[src/rtl/cnt_pkg.sv]
// Shared types and helpers for the counter stage.
// Assumes the decade setting is only used with WIDTH of at least 4.
package cnt_pkg;

    typedef enum logic {
        CNT_BINARY = 1'b0,
        CNT_DECADE = 1'b1
    } cnt_mode_e;

    typedef enum logic {
        CLR_SYNC  = 1'b0,
        CLR_ASYNC = 1'b1
    } clr_mode_e;

    typedef enum logic [1:0] {
        OP_HOLD  = 2'd0,
        OP_COUNT = 2'd1,
        OP_LOAD  = 2'd2,
        OP_CLEAR = 2'd3
    } cnt_op_e;

    // Last state of the counting cycle for a given mode and width.
    function automatic int unsigned terminal_count(cnt_mode_e mode, int unsigned width);
        if (mode == CNT_DECADE) begin
            return 9;
        end
        return (32'd1 << width) - 32'd1;
    endfunction

endpackage

[src/rtl/cnt_op_decode.sv]
// Turns the control pins into one operation for the coming edge.
// Priority: clear, then load, then count (both enables high), else hold.
// Assumes all controls are stable around the rising edge.
module cnt_op_decode
    import cnt_pkg::*;
(
    input  logic    clear_n,
    input  logic    load_n,
    input  logic    en_p,
    input  logic    en_t,
    output cnt_op_e op
);

    // Priority encode of the mode controls.
    always_comb begin
        if (!clear_n) begin
            op = OP_CLEAR;
        end else if (!load_n) begin
            op = OP_LOAD;
        end else if (en_p && en_t) begin
            op = OP_COUNT;
        end else begin
            op = OP_HOLD;
        end
    end

endmodule

[src/rtl/cnt_next_value.sv]
// Works out the next count from the chosen operation.
// Any value at or above TERM goes to zero on a count, which keeps
// out-of-range decade values one step away from the valid cycle.
module cnt_next_value
    import cnt_pkg::*;
#(
    parameter int unsigned WIDTH = 4,
    parameter int unsigned TERM  = 15
) (
    input  cnt_op_e            op,
    input  logic [WIDTH-1:0]   cur,
    input  logic [WIDTH-1:0]   preset,
    output logic [WIDTH-1:0]   nxt
);

    localparam logic [WIDTH-1:0] TERM_Q = TERM[WIDTH-1:0];
    localparam logic [WIDTH-1:0] ONE_Q  = WIDTH'(1);

    // Select clear, load, increment-with-wrap or hold.
    always_comb begin
        unique case (op)
            OP_CLEAR: nxt = '0;
            OP_LOAD:  nxt = preset;
            OP_COUNT: nxt = (cur >= TERM_Q) ? '0 : cur + ONE_Q;
            default:  nxt = cur;
        endcase
    end

endmodule

[src/rtl/cnt_state_reg.sv]
// State register of the stage. CLR_MODE picks a clear that acts at the
// next edge or one that acts at once. Assumes clear_n is free of glitches.
module cnt_state_reg
    import cnt_pkg::*;
#(
    parameter int unsigned WIDTH    = 4,
    parameter clr_mode_e   CLR_MODE = CLR_SYNC
) (
    input  logic             clk,
    input  logic             clear_n,
    input  logic [WIDTH-1:0] nxt,
    output logic [WIDTH-1:0] q
);

    generate
        if (CLR_MODE == CLR_ASYNC) begin : g_async_clear
            // Register with clear that does not wait for the clock.
            always_ff @(posedge clk or negedge clear_n) begin
                if (!clear_n) begin
                    q <= '0;
                end else begin
                    q <= nxt;
                end
            end
        end else begin : g_sync_clear
            // Register with clear sampled on the rising edge.
            always_ff @(posedge clk) begin
                if (!clear_n) begin
                    q <= '0;
                end else begin
                    q <= nxt;
                end
            end
        end
    endgenerate

endmodule

[src/rtl/cnt_carry_decode.sv]
// Decoded terminal-count carry. Combinational from the state and the
// carry-enable only, so a chain of stages adds no clock delay.
module cnt_carry_decode #(
    parameter int unsigned WIDTH = 4,
    parameter int unsigned TERM  = 15
) (
    input  logic [WIDTH-1:0] q,
    input  logic             en_t,
    output logic             carry
);

    localparam logic [WIDTH-1:0] TERM_Q = TERM[WIDTH-1:0];

    // Carry asserts at the terminal value when carry-enable is high.
    always_comb begin
        carry = en_t && (q == TERM_Q);
    end

endmodule

[src/rtl/sync_counter_stage.sv]
// One cascadable synchronous counter stage with preset.
// MODE picks binary or decade counting; CLR_MODE picks the clear timing.
// Assumes the carry of a lower stage drives en_t of this one when chained.
module sync_counter_stage
    import cnt_pkg::*;
#(
    parameter int unsigned WIDTH    = 4,
    parameter cnt_mode_e   MODE     = CNT_BINARY,
    parameter clr_mode_e   CLR_MODE = CLR_SYNC
) (
    input  logic             clk,
    input  logic             clear_n,
    input  logic             load_n,
    input  logic [WIDTH-1:0] preset_d,
    input  logic             en_p,
    input  logic             en_t,
    output logic [WIDTH-1:0] count_q,
    output logic             carry_out
);

    localparam int unsigned TERM = terminal_count(MODE, WIDTH);

    cnt_op_e          op;
    logic [WIDTH-1:0] nxt;

    cnt_op_decode u_op_decode (
        .clear_n (clear_n),
        .load_n  (load_n),
        .en_p    (en_p),
        .en_t    (en_t),
        .op      (op)
    );

    cnt_next_value #(
        .WIDTH (WIDTH),
        .TERM  (TERM)
    ) u_next_value (
        .op     (op),
        .cur    (count_q),
        .preset (preset_d),
        .nxt    (nxt)
    );

    cnt_state_reg #(
        .WIDTH    (WIDTH),
        .CLR_MODE (CLR_MODE)
    ) u_state_reg (
        .clk     (clk),
        .clear_n (clear_n),
        .nxt     (nxt),
        .q       (count_q)
    );

    cnt_carry_decode #(
        .WIDTH (WIDTH),
        .TERM  (TERM)
    ) u_carry_decode (
        .q     (count_q),
        .en_t  (en_t),
        .carry (carry_out)
    );

endmodule

[config.mk]
export PLATFORM = sky130hd
export DESIGN_NAME = sync_counter_stage
export DESIGN_NICKNAME = d
export VERILOG_FILES = /design/src/rtl/cnt_pkg.sv /design/src/rtl/cnt_op_decode.sv /design/src/rtl/cnt_next_value.sv /design/src/rtl/cnt_state_reg.sv /design/src/rtl/cnt_carry_decode.sv /design/src/rtl/sync_counter_stage.sv
export SDC_FILE = /design/constraint.sdc
export NUM_CORES = 1
export LEC_CHECK = 0
export ABC_AREA = 0
export CAP_MARGIN = 10
export CORE_AREA = 2 2 39 41
export DETAILED_ROUTE_END_ITERATION = 10
export DIE_AREA = 0 0 41 43
export PLACE_DENSITY_LB_ADDON = 0.05
export SLEW_MARGIN = 20
export SYNTH_ARGS = -nofsm -noshare
export SYNTH_HDL_FRONTEND = slang
export SYNTH_SLANG_ARGS = --single-unit
[constraint.sdc]
create_clock -name clk -period 1.2 [get_ports clk]
set_input_delay 0.12 -clock clk [delete_from_list [all_inputs] [get_ports clk]]
set_output_delay 0.12 -clock clk [all_outputs]
set_load 0.05 [all_outputs]
==> results of run 1 <==
[cell families after synthesis]
group / Yosys count / synth area share [%]
buffers and inverters: 1 / 1.67
XOR/XNOR: 1 / 3.91
flip-flops: 4 / 35.8
adder cells (fa/ha/maj): 1 / 5.59
AND/OR/NAND/NOR: 10 / 25.1
AO/OA/AOI/OAI: 10 / 27.9
[cells in the mapped netlist]
library cell  number
a21oi_1            2
a311o_2            1
a311oi_1           1
a31oi_1            2
and4_2             1
dfxtp_1            4
ha_1               1
inv_1              1
nand2_1            3
nand2_2            1
nand3_1            3
nor2_1             1
o21ai_0            4
or4b_1             1
xor2_1             1
[power breakdown]
| group | switching, mW | internal [mW] | leakage (nW) | total (mW) |
|---|---|---|---|---|
| Clock | 0.0551 | 0.112 | 0.0138 | 0.167 |
| Combinational | 0.0715 | 0.0922 | 0.153 | 0.164 |
| Sequential | 0.0172 | 0.145 | 0.0350 | 0.162 |
| Total | 0.144 | 0.349 | 0.201 | 0.492 |
[through the flow]
stage          total power [mW]  worst slack, ns  instance area (µm²)
2_1_floorplan             0.218           0.0114                  236
3_3_place_gp              0.318           -0.169                  474
3_5_place_dp              0.319           -0.203                  474
4_1_cts                   0.506          -0.0445                  515
5_1_grt                   0.532          -0.0705                  523
6_report                  0.492          -0.0343                  523
[cell type report]
cell class,instances,area [µm²]
Fill cell,150,861
Timing Repair Buffer,20,233
Multi-Input combinational cell,22,154
Sequential cell,4,90.1
Clock buffer,3,22.5
Tap cell,16,20.0
Inverter,1,3.75
[layer usage]
metal  vias to the layer above  global-route usage [%]  part of all wire [%]
met2                        11                    14.1                    53
met3                         0                    7.85                   7.4
met1                       128                    11.8                    39
met5                         -                       0                     0
met4                         0                    2.00                     0
li1                        155                       -                     -
[worst max path at each step]
stage,to,depth (start not counted)
finish,carry_out,3
global route,carry_out,3
CTS,carry_out,3
detailed placement,u_state_reg.q[3],4
global placement,u_state_reg.q[3],4
floorplan,u_state_reg.q[0],3
[what timing repair did]
item | CTS | global route
setup endpoints to repair | 1 | 1
hold endpoints to repair | 0 | 0
resized for setup | 2 | 0
setup buffers | 1 | 1
hold buffers | 0 | 0
pin swaps | 1 | 1
[worst reg2reg max path: cells and delay by family (launching register included)]
kind             cells  cell delay, ns
flip-flops           1            0.37
AND/OR/NAND/NOR      2            0.56
AO/OA/AOI/OAI        1            0.14
==> key figures, run 1 <==
Outcome
  • Outcome: complete, but fails checks
  • Failing checks: setup timing

Global route
  • Grt ovf: 0
  • Antenna violations before repair: 0
  • First-pass GRT wire length: 1120 µm
  • Number of global-route vias before repair: 263
  • GRT Total Usage: between 10% and 20%
  • Largest net degree at the start of global routing: 9

Clock network
  • Clock latency on the worst-skew pair: 0.23 ns
  • CTS Buf Count: 3
  • Clock Path Buffers: 2
  • CTS tree: done
  • CTS Root Cell: clkbuf_4
  • H-tree level count: 1
  • Clk slew on worst S/H paths: 0.04 ns
  • Sink Count: 4

Timing
  • Tightest Pin Transition: 0.273 ns
  • Slew HR: 81.8%
  • Final setup margin: -0.0343 ns
  • Final slew viol count: 0
  • Fin Setup TNS: -0.0343 ns
  • Clock Skew: about 0.0019 ns
  • RSZ-0062 raised after global routing: yes
  • Period utilization: 103%
  • Final Hold Viols: 0
  • WHS: 0.456 ns
  • Setup violation total in the final timing report: 1
  • Tmin final: approximately 1.2 ns
  • Max Freq: 0.810 GHz

Worst setup path
  • CP arrival: 1.11 ns
  • Crit Reg-Reg Endpoint: u_state_reg.q[3]
  • Slowest-stage cell, CP: dfxtp_4
  • Worst EP required: ~1.1 ns
  • Max FO, Critical Path: 5
  • CP delay by family, top: flip-flops
  • Crit path largest cell delay: 0.37 ns
  • Crit Reg-Reg Startpoint: u_state_reg.q[0]
  • R2R setup slack: 0.06 ns
  • Crit path kind: reg2out
  • Setup crit end kind: output port
  • Worst Setup SP: u_state_reg.q[0]
  • Reg2reg path depth: 3
  • CP Cell Sequence: ha_4 -> and4_4 -> buf_12
  • Crit path buf inv count: 1
  • Crit path launch type: register

Detailed routing
  • Final antenna-violating net count: 0
  • Pre-antenna DRT Iters: 4
  • DR WL/cell: between 10 and 15 µm
  • Via count: 294
  • DR vias/cell: 4.45
  • # DRC: 0
  • Routed Wire Length: between 700 and 800 µm
  • DRT iter0 DRCs: 2

Worst hold path
  • Hold Startpoint: preset_d[1]
  • Cells on Worst Hold Path: 3
  • Hold WC Path Type: in2reg
  • Worst hold endpoint: u_state_reg.q[1]

Finish
  • Leading registers by flop count: u_state_reg.q (4)
  • Commonest non-fill, non-tap cell in the layout: clkdlybuf4s50_1
  • Inserted Diodes: 0
  • Commonest non-fill, non-tap cells in the layout: clkdlybuf4s50_1 (8), buf_4 (7), buf_12 (5), o21ai_0 (4)
  • # nets final: 62
  • Post-layout util: 37.8%
  • Syn-to-layout area delta: 134%
  • Largest Register: u_state_reg.q
  • Max FFs per register: 4
  • Layout cells sized above 1: a little under half
  • Fin cells: 66

Place
  • Gp weighted congestion: between 0.7 and 0.8
  • IO Port Bufs: 13
  • Final HPWL DP: 565 µm
  • Placed instance count: 61

Logic synthesis
  • Sequential share of the synthesized area: 35.8%
  • Synth cell types: 15
  • Synth warn: 0
  • Syn_area_per_cell: just over 8 µm²
  • Post-Syn Instances: 27
  • Area leader, netlist: dfxtp_1
  • Synth Register Bits: 4
  • Synth Cell Area: 224 µm²
  • Area fraction of the dominant cell type after synthesis: 35.8%
  • Top post-synthesis cells by area: dfxtp_1 (36%), o21ai_0 (8.9%), nand3_1 (6.7%), a31oi_1 (5.6%), ha_1 (5.6%)
  • Post-Syn Nets: 37

Die
  • Full die area: 1760 µm²
  • CORE AREA: about 1400 µm²
  • Starting Density: 16.2%
  • Row count: 14
  • Die Span Y: 43 µm
  • Die Wd: 41 µm
  • Io pins: 14

Pwr
  • Leakage: 0.201 nW
  • Maximum vdd drop: 0.558 mV
  • Pwr dens: 941 nW/µm²

Job
  • Maxcap violations: 0
Power figures use the tool's default switching activity.
==> run 2: changes to the inputs <==
--- a/config.mk
+++ b/config.mk
@@ -6,7 +6,7 @@
 export NUM_CORES = 1
 export LEC_CHECK = 0
 export ABC_AREA = 0
-export CAP_MARGIN = 10
+export CAP_MARGIN = 0
 export CORE_AREA = 2 2 39 41
 export DETAILED_ROUTE_END_ITERATION = 10
 export DIE_AREA = 0 0 41 43
==> results of run 2 <==
The final DEF is identical to that of run 1; final timing and power are the same.
